`src/rtl/traffic_err_logger.sv`:
```
module traffic_err_logger #(
  parameter int DATA_W     = 64,
  parameter int ADDR_W     = 32,
  parameter int BLEN_W     = 6,
  parameter int WDOG_LIMIT = 16
) (
  input  logic                 clk,
  input  logic                 rst_n,
  input  logic                 calib_done,
  input  logic                 clear_err,
  input  logic                 cmp_valid,
  input  logic [DATA_W-1:0]    exp_data,
  input  logic [DATA_W-1:0]    rd_data,
  input  logic [ADDR_W-1:0]    burst_addr,
  input  logic [BLEN_W-1:0]    burst_len,
  input  logic                 cmd_fifo_full,
  input  logic                 wr_fifo_full,
  input  logic                 rd_fifo_empty,
  input  logic                 cmd_req,
  input  logic                 cmd_ack,
  input  logic                 wdata_req,
  input  logic                 wdata_ack,
  input  logic                 rd_pending,
  input  logic                 rd_valid,
  output logic                 cmp_err,
  output logic [DATA_W/8-1:0]  lane_err,
  output logic [DATA_W/8-1:0]  lane_err_sticky,
  output logic                 err_sticky,
  output logic                 fe_valid,
  output logic [ADDR_W-1:0]    fe_addr,
  output logic [BLEN_W-1:0]    fe_len,
  output logic                 fe_cmd_full,
  output logic                 fe_wr_full,
  output logic                 fe_rd_empty,
  output logic                 wdog_cmd_err,
  output logic                 wdog_wr_err,
  output logic                 wdog_rd_err
);
  localparam int LANES = DATA_W / 8;
  localparam int CW    = $clog2(WDOG_LIMIT + 1);

  logic [LANES-1:0] hit;
  logic             any_hit;

  for (genvar i = 0; i < LANES; i++) begin : g_lane
    assign hit[i] = cmp_valid && calib_done && (exp_data[8*i +: 8] != rd_data[8*i +: 8]);
  end
  assign any_hit = |hit;

  always_ff @(posedge clk or negedge rst_n) begin
    if (!rst_n) begin
      cmp_err  <= 1'b0;
      lane_err <= '0;
    end else begin
      cmp_err  <= any_hit;
      lane_err <= hit;
    end
  end

  always_ff @(posedge clk or negedge rst_n) begin
    if (!rst_n) begin
      lane_err_sticky <= '0;
      err_sticky      <= 1'b0;
    end else if (clear_err) begin
      lane_err_sticky <= '0;
      err_sticky      <= 1'b0;
    end else begin
      lane_err_sticky <= lane_err_sticky | hit;
      err_sticky      <= err_sticky | any_hit;
    end
  end

  always_ff @(posedge clk or negedge rst_n) begin
    if (!rst_n) begin
      fe_valid    <= 1'b0;
      fe_addr     <= '0;
      fe_len      <= '0;
      fe_cmd_full <= 1'b0;
      fe_wr_full  <= 1'b0;
      fe_rd_empty <= 1'b0;
    end else if (clear_err) begin
      fe_valid <= 1'b0;
    end else if (any_hit && !fe_valid) begin
      fe_valid    <= 1'b1;
      fe_addr     <= burst_addr;
      fe_len      <= burst_len;
      fe_cmd_full <= cmd_fifo_full;
      fe_wr_full  <= wr_fifo_full;
      fe_rd_empty <= rd_fifo_empty;
    end
  end

  logic [2:0] wd_req, wd_ack, wd_flag;
  assign wd_req = {rd_pending, wdata_req, cmd_req};
  assign wd_ack = {rd_valid,   wdata_ack, cmd_ack};

  for (genvar w = 0; w < 3; w++) begin : g_wd
    logic [CW-1:0] cnt;
    logic          flag;
    logic          stall;
    assign stall = wd_req[w] && !wd_ack[w];
    always_ff @(posedge clk or negedge rst_n) begin
      if (!rst_n) begin
        cnt  <= '0;
        flag <= 1'b0;
      end else if (clear_err) begin
        cnt  <= '0;
        flag <= 1'b0;
      end else begin
        if (!stall)                     cnt <= '0;
        else if (cnt != CW'(WDOG_LIMIT)) cnt <= cnt + 1'b1;
        if (stall && cnt >= CW'(WDOG_LIMIT - 1)) flag <= 1'b1;
      end
    end
    assign wd_flag[w] = flag;
  end

  assign wdog_cmd_err = wd_flag[0];
  assign wdog_wr_err  = wd_flag[1];
  assign wdog_rd_err  = wd_flag[2];
endmodule


```
`config.mk`:
```
export PLATFORM = sky130hd
export DESIGN_NAME = traffic_err_logger
export DESIGN_NICKNAME = d
export VERILOG_FILES = /design/src/rtl/traffic_err_logger.sv
export SDC_FILE = /design/constraint.sdc
export NUM_CORES = 1
export LEC_CHECK = 0
export ABC_AREA = 1
export BUFFER_PORTS_ARGS = -buffer_cell sky130_fd_sc_hd__buf_2
export CAP_MARGIN = 30
export CORE_AREA = 2 2 101 103
export CTS_CLUSTER_SIZE = 20
export DETAILED_ROUTE_END_ITERATION = 7
export DIE_AREA = 0 0 103 105
export GPL_TIMING_DRIVEN = 1
export MAX_ROUTING_LAYER = met4
export PLACE_DENSITY = 0.91
export SYNTH_ARGS = -nofsm -noshare
export SYNTH_HDL_FRONTEND = slang
export SYNTH_SLANG_ARGS = --single-unit
```
`constraint.sdc`:
```
create_clock -name clk -period 1.75 [get_ports clk]
set_input_delay 0.0875 -clock clk [delete_from_list [all_inputs] [get_ports clk]]
set_output_delay 0.0875 -clock clk [all_outputs]
set_load 0.05 [all_outputs]
```
Yosys cells after proc, flatten, opt, wreduce, memory -nomap -nowiden
Index checks and enable logic that the tools add are counted.
{"block": "op_classes", "n_addsub": 3, "order_cmp": 3, "n_eq_ne": 14, "muxes": 19, "n_bitwise": 3, "n_reduce_logical": 26}
{"op": "8-bit != test", "count": 8}
{"op": "5-bit 2-to-1 mux", "count": 9}
{"op": "1-bit logical AND", "count": 16}
{"op": "5-bit by 1-bit adder with 5-bit output (second input constant)", "count": 3}
{"op": "5-bit by 4-bit greater-or-equal comparator with 1-bit output (second input constant)", "count": 3}
{"op": "5-bit != test (second input constant)", "count": 3}
{"op": "1-bit 2-to-1 mux", "count": 9}
{"op": "3-bit by 2-bit != test with 1-bit output (second input constant)", "count": 3}
{"op": "8-bit 2-to-1 mux", "count": 1}
{"op": "8-bit OR", "count": 1}
{"op": "2-bit nonzero test", "count": 4}
{"op": "8-bit OR reduction", "count": 1}
{"op": "1-bit zero test", "count": 4}
{"op": "2-bit AND reduction", "count": 1}
{"op": "1-bit NOT", "count": 1}
{"op": "1-bit OR", "count": 1}
{"block": "word_totals", "reg_bits": 78, "inputBits": 180, "output_inout_bits": 63, "wordCells": 84}

Longest topological paths before layout
Gate-level depths: netlist of the first run.
{"block": "depth", "word_depth": 6, "ltp_mapped": 14, "mapped_depth_nobuf": 13}

Least setup slack after synthesis of the first run
OpenSTA, ideal clock, no wires.
{"block": "synth_timing", "path_kind": "register -> register", "from": "reg fe_valid", "to": "reg fe_addr[0]", "setup_ns": 0.066, "arrival_time_ns": 1.523, "required_time_ns": 1.684, "setup_slack_ns": 0.162, "stages_incl_launch_ff": 5, "path_buffers": 1, "synth_period_minus_slack_ns": 1.588, "cell_sequence": "dfrtp_1 nor2_1 clkbuf_1 nand3_1 nand2_1"}
{"block": "synth_via", "elab_chain_len": 3}
{"element": "start: declaration", "line": "29", "text": "output logic fe_valid,"}
{"element": "start signal: assignment", "line": "75", "text": "fe_valid <= 1'b0;"}
{"element": "start signal: assignment", "line": "82", "text": "fe_valid <= 1'b0;"}
{"element": "start signal: assignment", "line": "84", "text": "fe_valid <= 1'b1;"}
{"element": "1-bit zero test", "line": "83", "text": "end else if (any_hit && !fe_valid) begin"}
{"element": "1-bit logical AND", "line": "83"}
{"element": "2-bit AND reduction (no line)"}
{"element": "end signal: assignment", "line": "85", "text": "fe_addr <= burst_addr;"}
{"element": "end: declaration", "line": "30", "text": "output logic [ADDR_W-1:0] fe_addr,"}
No other way between the ends.
A chain may end at the register's enable or synchronous reset.

Final worst setup path of the first run
{"block": "layout_timing", "from": "reg g_wd[0].cnt[0]", "to": "reg g_wd[0].flag (netlist: wdog_cmd_err)"}
{"block": "layout_via", "elab_chain_len": 3}
{"element": "start: declaration", "line": "98", "text": "logic [CW-1:0] cnt;"}
{"element": "start signal: assignment", "line": "111", "text": "else if (cnt != CW'(WDOG_LIMIT)) cnt <= cnt + 1'b1;"}
{"element": "5-bit by 4-bit greater-or-equal comparator with 1-bit output", "line": "112", "text": "if (stall && cnt >= CW'(WDOG_LIMIT - 1)) flag <= 1'b1;"}
{"element": "1-bit logical AND", "line": "112"}
{"element": "2-bit nonzero test (no line)"}
{"element": "end signal: assignment", "line": "105", "text": "flag <= 1'b0;"}
{"element": "end signal: assignment", "line": "108", "text": "flag <= 1'b0;"}
{"element": "end signal: assignment", "line": "112"}
{"element": "end: declaration", "line": "99", "text": "logic flag;"}
No other way between the ends.

==> results of run 1 <==
cells by family (layout without fill, tap and decap cells):
| family | Yosys count | count (layout) |
|---|---|---|
| buffers and inverters | 83 | 370 |
| adders and majority gates | 9 | 9 |
| xor gates and xnor gates | 45 | 45 |
| and+or+nand+nor | 314 | 314 |
| AOI/OAI and AO/OA | 16 | 16 |
| DFF | 78 | 78 |
per-stage QoR:
stage	worst slack [ns]	cell area (sq um)	hold slack, ns
after floorplan	0.162	4200	-0.208
after global placement	0.174	5550	0.0508
after detailed placement	0.124	5550	0.0539
after CTS	0.321	6140	0.000302
after global routing	0.215	6150	0.0158
final	0.339	6150	0.0151
worst min-delay path by stage:
stage / start / to / depth (start not counted) / slack, ns
2_1_floorplan: rst_n / cmp_err / 0 / -0.21
3_3_place_gp: rst_n / fe_addr[20] / 1 / 0.05
3_5_place_dp: rst_n / fe_addr[20] / 1 / 0.05
4_1_cts: burst_addr[10] / fe_addr[10] / 3 / 0.0003
5_1_grt: burst_addr[10] / fe_addr[10] / 3 / 0.02
6_report: burst_addr[10] / fe_addr[10] / 3 / 0.02
flip-flops by register name (all words and copies together), names as in the netlist, 6 cells and up:
signal / flops
fe_addr: 32
g_wd.cnt: 15
lane_err: 8
lane_err_sticky: 8
fe_len: 6
where the power goes:
group	switching [mW]	internal, mW
registers	0.156	2.07
logic	1.62	0.640
clock network	0.671	0.840
total	2.45	3.55
worst max-delay path: stages, from the launching register on:
cell     delay [ns]
dfrtp_1        0.41
ha_1           0.21
nand2_1        0.07
nor2_1         0.05
ha_1           0.18
o31ai_1        0.27
a21oi_1        0.10
cell usage after synthesis:
cell type | n | area share
nand2_1 | 198 | 0.18
dfrtp_1 | 78 | 0.46
inv_1 | 70 | 0.063
nand3_1 | 52 | 0.062
nor2_1 | 51 | 0.046
xnor2_1 | 45 | 0.094
ha_1 | 9 | 0.027
a21oi_1 | 6 | 0.0071
nor3b_1 | 6 | 0.011
o21ai_0 | 6 | 0.0071
clkbuf_1 | 5 | 0.0045
buf_2 | 4 | 0.0048
nand4_1 | 3 | 0.0045
o31ai_1 | 3 | 0.0054
buf_6 | 2 | 0.0054
buf_8 | 2 | 0.0071
or2_2 | 2 | 0.0030
nand2_2 | 1 | 0.0015
nand2_8 | 1 | 0.0048
o21bai_1 | 1 | 0.0018
final cells by class:
cell class	count	area [sq um]	area share
Timing Repair Buffer	285	1660	0.269
Clock inverter	5	82.6	0.0134
Multi-Input combinational cell	384	1900	0.308
Sequential cell	78	1950	0.317
Tap cell	133	166	0.0270
Inverter	70	263	0.0427
Clock buffer	10	138	0.0224
routing by layer:
layer | share of wire | track usage
met2 | 0.50 | 0.406
met3 | 0.083 | 0.0622
met4 | 0.035 | 0.116
met1 | 0.38 | 0.259
met5 | 0 | -
timing repair:
| item | 4_1_cts | 5_1_grt |
|---|---|---|
| hold buffers | 37 | 1 |
| endpoints found under the hold margin | 67 | 1 |
| setup endpoints to repair | 0 | 0 |
| buffers inserted | 0 | 0 |
cell usage in the layout (no fill, tap or decap), drive strengths merged, types with 9 or more instances in the layout:
| master | instances |
|---|---|
| clkbuf | 10 |
| ha | 9 |
| nand2 | 200 |
| nor2 | 51 |
| dlygate4sd3 | 38 |
| dfrtp | 78 |
| buf | 247 |
| nand3 | 52 |
| inv | 71 |
| xnor2 | 45 |
==> out/qor.txt, run 1 <==
Critical path fanouts, max = 3
IO Count = 243
Status = finished clean
Max cap viols = 0
Tmin final = 1.41 ns
Final setup viols = 0
Synthesized area = 0.00420 sq mm
Register area share after synthesis = 0.465
Fmax = 709 MHz
Residual DRC = 0
Root Buffer = clkbuf_8
Xor/xnor share of the synthesized area = 0.0938
Die Width = 103 microns
Hold Path Class = primary input to flip-flop
Final WL = 12,900 microns
Compound-Gate Fraction of Synth Area = 0.0214
Largest family of logic cells by synthesized area = simple AND/OR/NAND/NOR gates
Die Y = 105 microns
Hpwl dp = 9170 microns
R2r setup slk = 0.34 ns
Nature of the critical path startpoint = flip-flop
Depth of the most critical reg-to-reg path = 6
CP arrival = 1.64 ns
Vias = 4,526
Number of distinct library cells after synthesis = 20
Critical path class = flip-flop to flip-flop
Cell Rows = 36
Placed insts = 912
Share of cells above drive strength 1 = 0.321
CTS tree = built
Required time of the critical path = 1.98 ns
Worst Setup SP = g_wd[0].cnt[0]
Period utilization = 0.806
CTS max path bufs = 2
Antenna violations before repair = 0
GRT Overall Usage = 0.241
Drt pass-1 iters = 5
Post-Layout Cell Count = 965
Post-Syn Instances = 545
IO Port Bufs = 242
Die area = 0.0108 sq mm
Vias per cell = 4.69
Slew Viols, Final = 0
Largest net degree at the start of global routing = 48
Final Power = 6.00 mW
Synth warnings = 0
Syn nets = 734
Initial Util = 0.436
Final core occ = 0.638
Post-DR wirelength/cell = 13.4 microns
Post-CTS sizing = 0
Synth Register Bits = 78
Number of buffers created by CTS = 9
Setup crit end = wdog_cmd_err
Synthesized area per cell = 7.71 sq um
Post-Synth Simple-Gate Area = 0.309
Sink Count = 78
Mux share of post-synthesis cell area = 0
Worst slew margin = 0.713
Layout overhead on the synthesized area = 46.5%
Gr ovfl total = 0
Clk_lat worst skew = 0.34 ns
Vias in the first global route = 4,444
Worst reg2reg startpoint = g_wd[0].cnt[0]
Skew final = 0.0107 ns
Synth Area in Adders = 0.0268
Antenna cells = 0
Leakage = 3.53 nW
Global-route wire length before repair = 19,800 microns
Least-Margin Pin Slew = 0.431 ns
H-tree level count = 3
Pwr Density = 974 mW/mm^2
GP Congestion = 0.842
RSZ-0062 raised after global routing = no
Layout net count = 1,017
Setup tns final = 0 ns
Fillcell total = 778
CP endpoint kind = flip-flop
DRT iter0 DRCs = 157
DRT antenna net count = 0
Final hold vios = 0
Reg-to-Reg End = wdog_cmd_err
Max VDD drop = 0.511 mV
Clock Pin Slew Worst Setup and Hold Paths = 0.09 ns
Core box area = 0.00964 sq mm
No activity file was read; power rests on OpenSTA's default activity.
==> inputs of run 2 (changes only) <==
- clock period: 1.75 -> 1.43 ns (I/O delays scaled with it)
==> run 2 against run 1 <==
  * Clock skew grew 0.0039 ns
  * Via count grew 3.8%
  * First-iteration DRC count grew 5.1%
  * Utilization grew 2.0 points
  * Global-route usage grew 1.4 points
  * Sequential power grew 23%
  * Cell count grew 2.2%
  * Combinational power grew 25%
  * Clock power grew 17%
  * Highest routed layer unchanged
==> out/qor.txt, run 2 (synthesized netlist as in run 1, its figures left out) <==
Sequential share of power = 0.374 (+0.003)
Critical path class = flip-flop to flip-flop
Vias = 4,700 (+3.8%)
Skew final = 0.0146 ns (+0.00387 ns)
Die area = 0.0108 sq mm (unchanged)
Period utilization = 0.950 (+0.144)
Drt pass-1 iters = 5 (unchanged)
GRT Overall Usage = 0.254 (+0.0136)
Least-Margin Pin Slew = 0.421 ns (-0.0103 ns)
DRT iter0 DRCs = 165 (+5.1%)
Post-DR wirelength/cell = 13.7 microns (+2.8%)
Share of cells above drive strength 1 = 0.338 (+0.0167)
Antenna violations before repair = 0 (unchanged)
Reg-to-Reg End = fe_wr_full
Hold EP = wdog_wr_err
R2r setup slk = 0.07 ns (-0.27 ns)
Status = finished clean
Hold Path Origin = wdata_ack
Root Buffer = clkbuf_8
Initial Util = 0.436 (unchanged)
Internal Power = 4.21 mW (+19%)
Required time of the critical path = 1.66 ns (-0.32 ns)
Fmax = 736 MHz (+3.9%)
Final setup viols = 0 (unchanged)
H-tree level count = 3 (unchanged)
DRT antenna net count = 0 (unchanged)
Setup bufs post-CTS = 0 (unchanged)
Critical path fanouts, max = 21 (+18)
Depth of the most critical reg-to-reg path = 4 (-2)
Max cap viols = 0 (unchanged)
IO Count = 243 (unchanged)
Layout net count = 1,037 (+2.0%)
Pwr Density = 1160 mW/mm^2 (+19%)
Max reg flops = 32 (unchanged)
Max VDD drop = 0.574 mV (+12%)
Die Y = 105 microns (unchanged)
Global-route wire length before repair = 21,100 microns (+6.6%)
Largest net degree at the start of global routing = 79 (+65%)
RSZ-0062 raised after global routing = no
Cell Rows = 36 (unchanged)
Clock Pin Slew Worst Setup and Hold Paths = 0.10 ns (about the same)
Top reg by flops = fe_addr
Hold slack = 0.0220 ns (+0.00687 ns)
CTS tree = built
Final WL = 13,500 microns (+5.1%)
Leakage = 3.62 nW (+2.5%)
Switching share of power = 0.426 (+0.0185)
Clk_lat worst skew = 0.35 ns (about the same)
Worst reg2reg startpoint = fe_valid
Tmin final = 1.36 ns (-0.0524 ns)
Final hold vios = 0 (unchanged)
Nature of the critical path startpoint = flip-flop
Hold Path Class = primary input to flip-flop
Vias in the first global route = 4,725 (+6.3%)
Final core occ = 0.659 (+0.0204)
CP arrival = 1.59 ns (-0.05 ns)
Largest registers = fe_addr x32, g_wd.cnt x15
Number of buffers created by CTS = 9 (unchanged)
Sink Count = 78 (unchanged)
CP endpoint kind = flip-flop
Residual DRC = 0 (unchanged)
Worst slew margin = 0.719 (+0.00621)
Psw = 3.13 mW (+28%)
GP Congestion = 0.844 (+0.21%)
IO Port Bufs = 242 (unchanged)
Gr ovfl total = 0 (unchanged)
Slew Viols, Final = 0 (unchanged)
Layout overhead on the synthesized area = 51.2%
Clk pwr share = 0.241 (-0.011)
Most common cell after layout, fill and taps aside = buf_2
Min-Delay Path Depth = 4 (+1)
Hpwl dp = 9700 microns (+5.8%)
Core box area = 0.00964 sq mm (unchanged)
Die Width = 103 microns (unchanged)
Antenna cells = 0 (unchanged)
Vias per cell = 4.77 (+1.6%)
Combinational group share of total power = 0.386 (+0.009)
CTS max path bufs = 2 (unchanged)
Setup tns final = 0 ns (unchanged)
Most frequent cells in the layout = buf_2, nand2_1, dfrtp_1
-- run 2: worst max-delay path by stage --
stage	startpoint	end	slack [ns]
6_report	fe_valid	fe_wr_full	0.07
5_1_grt	g_wd[0].cnt[0]	wdog_cmd_err	0.002
4_1_cts	g_wd[0].cnt[0]	wdog_cmd_err	0.03
3_5_place_dp	rd_data[35]	fe_addr[20]	-0.23
3_3_place_gp	rd_data[41]	err_sticky	-0.17
2_1_floorplan	fe_valid	fe_addr[0]	0.06
-- run 2: critical path: stages, from the launching register on --
cell     delay, ns
dfrtp_1       0.44
nor2_4        0.36
nand2_4       0.25
nand2_1       0.13
nand2_1       0.06
-- run 2: power by group through the flow --
stage / clock network (mW) / logic, mW / registers [mW]
CTS: 1.80 / 2.77 / 2.72
global placement: 0 / 2.62 / 2.75
finish: 1.77 / 2.83 / 2.74
global route: 1.90 / 3.03 / 2.78
floorplan: 0 / 0.645 / 3.91
detailed placement: 0 / 2.68 / 2.76
-- run 2: what timing repair did --
action / in CTS / in global routing
pin swaps: 0 / 2
resized for setup: 1 / 5
endpoints found under the setup margin: 1 / 23
hold buffers: 42 / 0
cloned: 0 / 1
endpoints found under the hold margin: 119 / 0
-- run 2: per-layer routing --
layer,global-route usage,part of all wire,up-vias
met4,0.120,0.036,0
met2,0.438,0.51,262
met3,0.0522,0.086,52
met5,-,0,-
li1,-,-,2261
met1,0.275,0.37,2125
-- run 2: layout make-up --
cell class                 instances  area (sq um)
inverter                          70           263
clock buffer                       9           124
timing repair buffer             304          1830
fill                             761          3290
clock inverter                     7          87.6
multi-input combinational        385          1930
sequential                        78          1950
tap                              133           166
-- run 2: stage by stage --
stage | instance area (sq um) | std cells | setup WS, ns | power [mW]
floorplan | 4210 | 545 | 0.0620 | 4.55
global placement | 5680 | 927 | -0.169 | 5.37
detailed placement | 5680 | 927 | -0.226 | 5.44
CTS | 6320 | 985 | 0.0318 | 7.28
global route | 6350 | 986 | 0.00238 | 7.71
finish | 6350 | 986 | 0.0710 | 7.34
